## src/rtl/mw_pkg.sv

```systemverilog
package mw_pkg;

  typedef enum logic [1:0] {
    OP_EXT   = 2'b00,
    OP_WRITE = 2'b01,
    OP_READ  = 2'b10,
    OP_ERASE = 2'b11
  } mw_op_e;

  typedef enum logic [1:0] {
    EXT_LOCK   = 2'b00,
    EXT_FILL   = 2'b01,
    EXT_CLEAR  = 2'b10,
    EXT_UNLOCK = 2'b11
  } mw_ext_e;

  typedef enum logic [2:0] {
    ST_IDLE,
    ST_OPC,
    ST_ADDR,
    ST_DATA,
    ST_READ,
    ST_DONE
  } mw_state_e;

endpackage

```

## src/rtl/mw_pin_sync.sv

```systemverilog
module mw_pin_sync #(
  parameter int STAGES = 2
) (
  input  logic clk,
  input  logic rst_n,
  input  logic cs_i,
  input  logic sk_i,
  input  logic di_i,
  output logic cs_o,
  output logic di_o,
  output logic sk_rise_o
);

  logic [STAGES-1:0] cs_q, sk_q, di_q;
  logic [STAGES-1:0] cs_n, sk_n, di_n;
  logic              sk_prev_q;

  generate
    if (STAGES == 1) begin : g_single
      always_comb begin
        cs_n = cs_i;
        sk_n = sk_i;
        di_n = di_i;
      end
    end else begin : g_chain
      always_comb begin
        cs_n = {cs_q[STAGES-2:0], cs_i};
        sk_n = {sk_q[STAGES-2:0], sk_i};
        di_n = {di_q[STAGES-2:0], di_i};
      end
    end
  endgenerate

  always_ff @(posedge clk or negedge rst_n) begin
    if (!rst_n) begin
      cs_q      <= '0;
      sk_q      <= '0;
      di_q      <= '0;
      sk_prev_q <= 1'b0;
    end else begin
      cs_q      <= cs_n;
      sk_q      <= sk_n;
      di_q      <= di_n;
      sk_prev_q <= sk_q[STAGES-1];
    end
  end

  assign cs_o      = cs_q[STAGES-1];
  assign di_o      = di_q[STAGES-1];
  assign sk_rise_o = sk_q[STAGES-1] & ~sk_prev_q;

  p_rise_single_r2: assert property (@(posedge clk) disable iff (!rst_n)
    sk_rise_o |=> !sk_rise_o);

endmodule

```

## src/rtl/mw_word_array.sv

```systemverilog
module mw_word_array #(
  parameter int ADDR_W = 6,
  parameter int DATA_W = 16
) (
  input  logic              clk,
  input  logic              rst_n,
  input  logic              wr_en_i,
  input  logic              wr_all_i,
  input  logic [ADDR_W-1:0] wr_addr_i,
  input  logic [DATA_W-1:0] wr_data_i,
  input  logic [ADDR_W-1:0] rd_addr_i,
  output logic [DATA_W-1:0] rd_data_o
);

  localparam int WORDS = 1 << ADDR_W;

  logic [DATA_W-1:0] mem_q [WORDS];

  generate
    for (genvar i = 0; i < WORDS; i++) begin : g_word
      logic hit;
      logic [DATA_W-1:0] mem_n;

      always_comb begin
        hit   = wr_en_i && (wr_all_i || (wr_addr_i == ADDR_W'(i)));
        mem_n = wr_data_i;
      end

      always_ff @(posedge clk or negedge rst_n) begin
        if (!rst_n) begin
          mem_q[i] <= '1;
        end else if (hit) begin
          mem_q[i] <= mem_n;
        end
      end

      p_hold_without_write_r6: assert property (@(posedge clk) disable iff (!rst_n)
        !wr_en_i |=> $stable(mem_q[i]));

      p_other_words_kept_r4: assert property (@(posedge clk) disable iff (!rst_n)
        (wr_en_i && !wr_all_i && (wr_addr_i != ADDR_W'(i))) |=> $stable(mem_q[i]));

      p_bulk_reaches_all_r8: assert property (@(posedge clk) disable iff (!rst_n)
        (wr_en_i && wr_all_i) |=> (mem_q[i] == $past(wr_data_i)));
    end
  endgenerate

  assign rd_data_o = mem_q[rd_addr_i];

endmodule

```

## src/rtl/mw_decoder.sv

```systemverilog
module mw_decoder
  import mw_pkg::*;
#(
  parameter int ADDR_W      = 6,
  parameter int DATA_W      = 16,
  parameter int BUSY_CYCLES = 64
) (
  input  logic              clk,
  input  logic              rst_n,
  input  logic              cs_i,
  input  logic              di_i,
  input  logic              sk_rise_i,
  input  logic [DATA_W-1:0] rd_data_i,
  output logic [ADDR_W-1:0] rd_addr_o,
  output logic              wr_en_o,
  output logic              wr_all_o,
  output logic [ADDR_W-1:0] wr_addr_o,
  output logic [DATA_W-1:0] wr_data_o,
  output logic              do_o
);

  localparam int MAXN   = (DATA_W > ADDR_W) ? DATA_W : ADDR_W;
  localparam int CNT_W  = $clog2(MAXN + 1);
  localparam int BUSY_W = $clog2(BUSY_CYCLES + 1);

  mw_state_e         state_q, state_n;
  logic [CNT_W-1:0]  cnt_q, cnt_n;
  logic [1:0]        op_q, op_n;
  logic [ADDR_W-1:0] addr_q, addr_n;
  logic [DATA_W-1:0] data_q, data_n;
  logic              wen_q, wen_n;
  logic              do_q, do_n;
  logic [BUSY_W-1:0] busy_q, busy_n;
  logic [DATA_W-1:0] word;
  logic [1:0]        ext_sel;

  always_comb begin
    state_n   = state_q;
    cnt_n     = cnt_q;
    op_n      = op_q;
    addr_n    = addr_q;
    data_n    = data_q;
    wen_n     = wen_q;
    do_n      = do_q;
    busy_n    = (busy_q != '0) ? busy_q - 1'b1 : busy_q;
    wr_en_o   = 1'b0;
    wr_all_o  = 1'b0;
    wr_data_o = '1;
    word      = '0;
    ext_sel   = '0;

    if (!cs_i) begin
      state_n = ST_IDLE;
      cnt_n   = '0;
      do_n    = 1'b0;
    end else if (sk_rise_i) begin
      case (state_q)
        ST_IDLE: begin
          if (di_i) begin
            cnt_n   = '0;
            state_n = (busy_q != '0) ? ST_DONE : ST_OPC;
          end
        end
        ST_OPC: begin
          op_n  = {op_q[0], di_i};
          cnt_n = cnt_q + 1'b1;
          if (cnt_q == CNT_W'(1)) begin
            cnt_n   = '0;
            state_n = ST_ADDR;
          end
        end
        ST_ADDR: begin
          addr_n  = {addr_q[ADDR_W-2:0], di_i};
          cnt_n   = cnt_q + 1'b1;
          ext_sel = addr_n[ADDR_W-1 -: 2];
          if (cnt_q == CNT_W'(ADDR_W - 1)) begin
            cnt_n   = '0;
            state_n = ST_DONE;
            case (mw_op_e'(op_q))
              OP_READ: begin
                state_n = ST_READ;
                do_n    = 1'b0;
              end
              OP_WRITE: state_n = ST_DATA;
              OP_ERASE: begin
                if (wen_q) begin
                  wr_en_o = 1'b1;
                  busy_n  = BUSY_W'(BUSY_CYCLES);
                end
              end
              default: begin
                case (mw_ext_e'(ext_sel))
                  EXT_UNLOCK: wen_n   = 1'b1;
                  EXT_LOCK:   wen_n   = 1'b0;
                  EXT_FILL:   state_n = ST_DATA;
                  default: begin
                    if (wen_q) begin
                      wr_en_o  = 1'b1;
                      wr_all_o = 1'b1;
                      busy_n   = BUSY_W'(BUSY_CYCLES);
                    end
                  end
                endcase
              end
            endcase
          end
        end
        ST_DATA: begin
          data_n = {data_q[DATA_W-2:0], di_i};
          cnt_n  = cnt_q + 1'b1;
          if (cnt_q == CNT_W'(DATA_W - 1)) begin
            state_n   = ST_DONE;
            wr_data_o = data_n;
            if (wen_q) begin
              wr_en_o  = 1'b1;
              wr_all_o = (op_q == OP_EXT);
              busy_n   = BUSY_W'(BUSY_CYCLES);
            end
          end
        end
        ST_READ: begin
          word   = (cnt_q == '0) ? rd_data_i : data_q;
          do_n   = word[DATA_W-1];
          data_n = {word[DATA_W-2:0], 1'b0};
          cnt_n  = cnt_q + 1'b1;
          if (cnt_q == CNT_W'(DATA_W)) begin
            do_n    = 1'b0;
            state_n = ST_DONE;
          end
        end
        default: state_n = ST_DONE;
      endcase
    end
  end

  always_ff @(posedge clk or negedge rst_n) begin
    if (!rst_n) begin
      state_q <= ST_IDLE;
      cnt_q   <= '0;
      op_q    <= '0;
      addr_q  <= '0;
      data_q  <= '0;
      wen_q   <= 1'b0;
      do_q    <= 1'b0;
      busy_q  <= '0;
    end else begin
      state_q <= state_n;
      cnt_q   <= cnt_n;
      op_q    <= op_n;
      addr_q  <= addr_n;
      data_q  <= data_n;
      wen_q   <= wen_n;
      do_q    <= do_n;
      busy_q  <= busy_n;
    end
  end

  assign rd_addr_o = addr_q;
  assign wr_addr_o = addr_n;
  assign do_o      = do_q;

  p_cs_low_quiets_do_r9: assert property (@(posedge clk) disable iff (!rst_n)
    !cs_i |=> !do_o);

  p_busy_discards_frame_r10: assert property (@(posedge clk) disable iff (!rst_n)
    (cs_i && sk_rise_i && di_i && (state_q == ST_IDLE) && (busy_q != '0))
      |=> (state_q == ST_DONE));

  p_read_tail_low_r3: assert property (@(posedge clk) disable iff (!rst_n)
    (cs_i && sk_rise_i && (state_q == ST_READ) && (cnt_q == CNT_W'(DATA_W)))
      |=> (!do_o && (state_q == ST_DONE)));

  p_latch_moves_on_edge_r6: assert property (@(posedge clk) disable iff (!rst_n)
    !sk_rise_i |=> $stable(wen_q));

  p_quiet_outside_read_r11: assert property (@(posedge clk) disable iff (!rst_n)
    (state_q != ST_READ) && (state_q != ST_DONE) |-> !do_o);

endmodule

```

## src/rtl/mw_eeprom_responder.sv

```systemverilog
module mw_eeprom_responder #(
  parameter int ADDR_W      = 6,
  parameter int DATA_W      = 16,
  parameter int BUSY_CYCLES = 64,
  parameter int SYNC_STAGES = 2
) (
  input  logic clk,
  input  logic rst_n,
  input  logic mw_cs,
  input  logic mw_sk,
  input  logic mw_di,
  output logic mw_do
);

  logic              rst_meta_q, rst_n_sync;
  logic              cs_s, di_s, sk_rise;
  logic [ADDR_W-1:0] rd_addr, wr_addr;
  logic [DATA_W-1:0] rd_data, wr_data;
  logic              wr_en, wr_all;

  always_ff @(posedge clk or negedge rst_n) begin
    if (!rst_n) begin
      rst_meta_q <= 1'b0;
      rst_n_sync <= 1'b0;
    end else begin
      rst_meta_q <= 1'b1;
      rst_n_sync <= rst_meta_q;
    end
  end

  mw_pin_sync #(
    .STAGES (SYNC_STAGES)
  ) u_sync (
    .clk       (clk),
    .rst_n     (rst_n_sync),
    .cs_i      (mw_cs),
    .sk_i      (mw_sk),
    .di_i      (mw_di),
    .cs_o      (cs_s),
    .di_o      (di_s),
    .sk_rise_o (sk_rise)
  );

  mw_decoder #(
    .ADDR_W      (ADDR_W),
    .DATA_W      (DATA_W),
    .BUSY_CYCLES (BUSY_CYCLES)
  ) u_dec (
    .clk       (clk),
    .rst_n     (rst_n_sync),
    .cs_i      (cs_s),
    .di_i      (di_s),
    .sk_rise_i (sk_rise),
    .rd_data_i (rd_data),
    .rd_addr_o (rd_addr),
    .wr_en_o   (wr_en),
    .wr_all_o  (wr_all),
    .wr_addr_o (wr_addr),
    .wr_data_o (wr_data),
    .do_o      (mw_do)
  );

  mw_word_array #(
    .ADDR_W (ADDR_W),
    .DATA_W (DATA_W)
  ) u_array (
    .clk       (clk),
    .rst_n     (rst_n_sync),
    .wr_en_i   (wr_en),
    .wr_all_i  (wr_all),
    .wr_addr_i (wr_addr),
    .wr_data_i (wr_data),
    .rd_addr_i (rd_addr),
    .rd_data_o (rd_data)
  );

endmodule

```

## config.mk

```make
export PLATFORM = sky130hd
export DESIGN_NAME = mw_eeprom_responder
export DESIGN_NICKNAME = d
export VERILOG_FILES = /design/src/rtl/mw_pkg.sv /design/src/rtl/mw_pin_sync.sv /design/src/rtl/mw_word_array.sv /design/src/rtl/mw_decoder.sv /design/src/rtl/mw_eeprom_responder.sv
export SDC_FILE = /design/constraint.sdc
export NUM_CORES = 2
export LEC_CHECK = 0
export BUFFER_PORTS_ARGS = -buffer_cell sky130_fd_sc_hd__buf_2
export CORE_MARGIN = 1.5
export CORE_UTILIZATION = 60
export CTS_CLUSTER_SIZE = 40
export DETAILED_ROUTE_END_ITERATION = 10
export PLACE_DENSITY = 0.85
export SLEW_MARGIN = 5
export SYNTH_ARGS = -nofsm -noshare
export SYNTH_HDL_FRONTEND = slang
export SYNTH_SLANG_ARGS = --single-unit
```

## constraint.sdc

```tcl
create_clock -name clk -period 65.1 [get_ports clk]
set_input_delay 6.51 -clock clk [delete_from_list [all_inputs] [get_ports clk]]
set_output_delay 6.51 -clock clk [all_outputs]
set_load 0.03 [all_outputs]
```

==> metrics.txt <==
synth top area cells=dfstp_2, mux2_2, mux4_2; Filler cells=between 5,000 and 6,000; met2 Usage GRT=a little under half; Critical Path RT=approximately 59 ns; worst-margin pin slew=roughly 1.3 ns; Final #Nets=approximately 3,400; post-CTS sizing=0; CTS sink cnt=between 1,000 and 1,500; Rows=~110; global-route wire length before repair=just over 200,000 µm; sequential share of power=49.6%; synthesis warning total=0; #FFs+latches synth=1,074; setup TNS=0 ns; met1 usage in global routing=between 40% and 50%; mapped cell area=51,600 µm²; Sw Share=a little over a fifth; Final GP Congestion=approximately 1.0; Tcrit/Tclk final=a little under an eighth; Achievable Freq=129 MHz; Fin. Hold Viols=0; register area=28,200 µm²; cts hold-fix bufs=0; synth-to-layout area growth=8.20%; Post-CTS Setup Bufs=0; core area=between 80,000 and 90,000 µm²; final slew viol count=0; Starting DRT DRC Count=about 3,400; TritonCTS clock tree=done; Placed Cells=4,385; EDFF count, synth=0; synthesized instance count=3,489; post-route insts no fill=about 4,600; Syn Nets=around 3,500; critical path class=register to output pin; startpoint types=register; CTS clk-pin slew, worst paths=roughly 0.060 ns; DR vias/cell=6.77; Die H=about 300 µm; M3 GR Usage=roughly 7.9%; cell breakdown of the critical path=buf_2; max cap viols=0; clk_skew=0.0484 ns; Routed Wire Length=approximately 130,000 µm; NetSw=between 0.2 and 0.3 mW; via count=slightly above 30,000; Final ANT Viol Nets=0; vias in the first global route=32,200; largest net degree at the start of global routing=193; antenna violations before repair=8; TritonCTS buffer count=between 100 and 150; top-area cell type share of the netlist area=about 52%; Tmin final=roughly 7.8 ns; Synth Area per Inst=~15 µm²; setup slack, reg-to-reg=60.23 ns; die area=about 88,000 µm²; Slew headroom=10.9%; starting density of the core=slightly above 60%; hold_ws=between 0.3 and 0.4 ns; cell family with most CP delay=flip-flops; Worst Path Buf+Inv=1; VDD IR max=approximately 0.02 mV; Root Driver=clkbuf_16; Clock Tree Buf Depth=3; Crit. Startpoint=u_dec.do_o; HPWL after DPL=a little over 80,000 µm; Die Wd=just under 300 µm; combinational share of power=~1.7%; WP data arrival=about 1.2 ns; Yosys top cell by area=dfstp_2; Hold EP=u_sync.di_q[1]; Clock Latency Late Sink=slightly above 0.7 ns; final setup fails=0; CP Max Fanout=2; Worst Setup End Kind=output pin; multi-input combinational cell area=between 20,000 and 25,000 µm²; Most Crowded Layer GR=met2; internal cell power=~1.1 mW; Worst Hold Class=register to register; leakage=roughly 22 nW; FF-to-FF End=u_dec.do_o; Seq/Total Area, Yosys=a little over half; Most used DFF post-synth=dfstp_2; WHS Path Cells=0; First-pass DRT Iterations=6; Power Density=between 20 and 25 nW/µm²; layout cells sized above 1=73.2%; RSZ-0062 raised after global routing=no; H-tree Lvls=3; Max stage delay on crit path=0.37 ns; asr flop ratio synth=100%; remaining global-route overflow=0; I/O Buffers=5; Clock Power Share=just under 50%; status=complete, no violations; Critical Path Slowest Stage Cell=dfrtp_1; HP Start=u_sync.di_q[0]; FF-to-FF path depth=8; Distinct cells, synth=76; I/O pins=6; Avg WL per Cell=between 20 and 30 µm; # DRC=0; worst r2r src=u_dec.rd_addr_o[1]; GRT Total Usage=~31%
## sequential cells by signal, indices dropped and copies added (netlist names)
signal            count
u_dec.op_q            2
u_sync.cs_q           2
u_sync.di_q           2
u_dec.data_q         16
u_dec.state_q         3
u_sync.sk_q           2
u_array.mem_q      1024
u_dec.cnt_q           5
u_dec.rd_addr_o       6
u_dec.do_o            1
rst_n_sync            1
u_dec.busy_q          7
u_dec.wen_q           1
u_sync.sk_prev_q      1
rst_meta_q            1
## placed cells by master, fill, tap and decap left out, drive strengths merged, types with 14 or more instances in the layout
cell    instances
a21oi          79
clkbuf        162
nor2           86
ha             14
clkinv         22
a211oi         25
o22ai          17
or2            17
nand3          22
nand2b         15
dfrtp          50
nand2         172
mux2i          78
mux2          961
o21ai         118
mux4          242
nor3           16
a31oi          16
a22oi          32
buf            68
o211ai         15
inv            19
dfstp        1024
## cell usage after synthesis (11+ instances only)
cell         n
o21ai_1     21
mux2_2     911
mux4_2     242
nand2_2     30
o221ai_1    11
nor3_1      15
o21ai_0     94
a21oi_1     66
dfstp_2   1024
nor2b_1     11
nand2b_1    15
ha_1        14
clkbuf_1   164
a22oi_1     32
a31oi_1     16
inv_1       15
or3_1       12
nand2_1    142
buf_4       52
o22ai_1     17
o211ai_1    15
nor4_1      11
nor2_1      71
dfrtp_1     50
o21a_1      12
mux2i_1     78
mux2_1      50
nand3_1     21
a211oi_1    25
buf_2       67
buf_6       21
buf_1       12
## power by group through the flow
| stage | Clock (mW) | Combinational, mW | Sequential, mW |
|---|---|---|---|
| after CTS | 0.669 | 0.0243 | 0.674 |
| after floorplan | 0 | 0.0108 | 0.687 |
| after global routing | 0.694 | 0.0267 | 0.674 |
| final | 0.662 | 0.0236 | 0.674 |
| after detailed placement | 0 | 0.0243 | 0.683 |
| after global placement | 0 | 0.0243 | 0.683 |
## final cells by class
class	instances	area share (%)
inverter	18	0.121
antenna	1	0.00448
timing repair buffer	68	0.981
clock inverter	39	1.03
clock buffer	162	5.80
tap	1144	2.56
multi-input combinational	2081	39.1
sequential	1074	50.4
## kinds of logic (layout without fill, tap and decap cells)
group	Yosys count	in the layout	synth area share, %
fa+ha+maj	14	14	0.339
buf+inv	334	287	3.27
simple gates	401	401	3.94
xor+xnor	4	4	0.0679
compound gates	380	380	4.82
mux	1281	1281	33.0
flops	1074	1074	54.5
other cells	1	2	0.00726
## worst max path at each step
stage	to	depth (start not counted)	slack, ns
after floorplan	u_dec.busy_q[0]	0	34.74
after global placement	mw_do	1	58.07
after detailed placement	mw_do	1	58.06
after CTS	mw_do	1	57.31
after global routing	mw_do	1	57.31
final	mw_do	1	57.35
## through the flow
step	setup slack, ns	power, mW	area [µm²]	util (%)
4_1_cts	57.31	1.37	55900	65.5
2_1_floorplan	34.74	0.698	51600	-
3_5_place_dp	58.06	0.708	52100	61.0
6_report	57.35	1.36	55900	65.5
5_1_grt	57.31	1.39	55900	65.5
3_3_place_gp	58.07	0.708	52100	61.0
## metal layers
| layer | up-vias | share of wire (%) |
|---|---|---|
| li1 | 12600 | - |
| met1 | 16600 | 41 |
| met2 | 1436 | 45 |
| met3 | 378 | 9.1 |
| met4 | 4 | 5.2 |
| met5 | - | 0.016 |
Power figures use the tool's default switching activity.
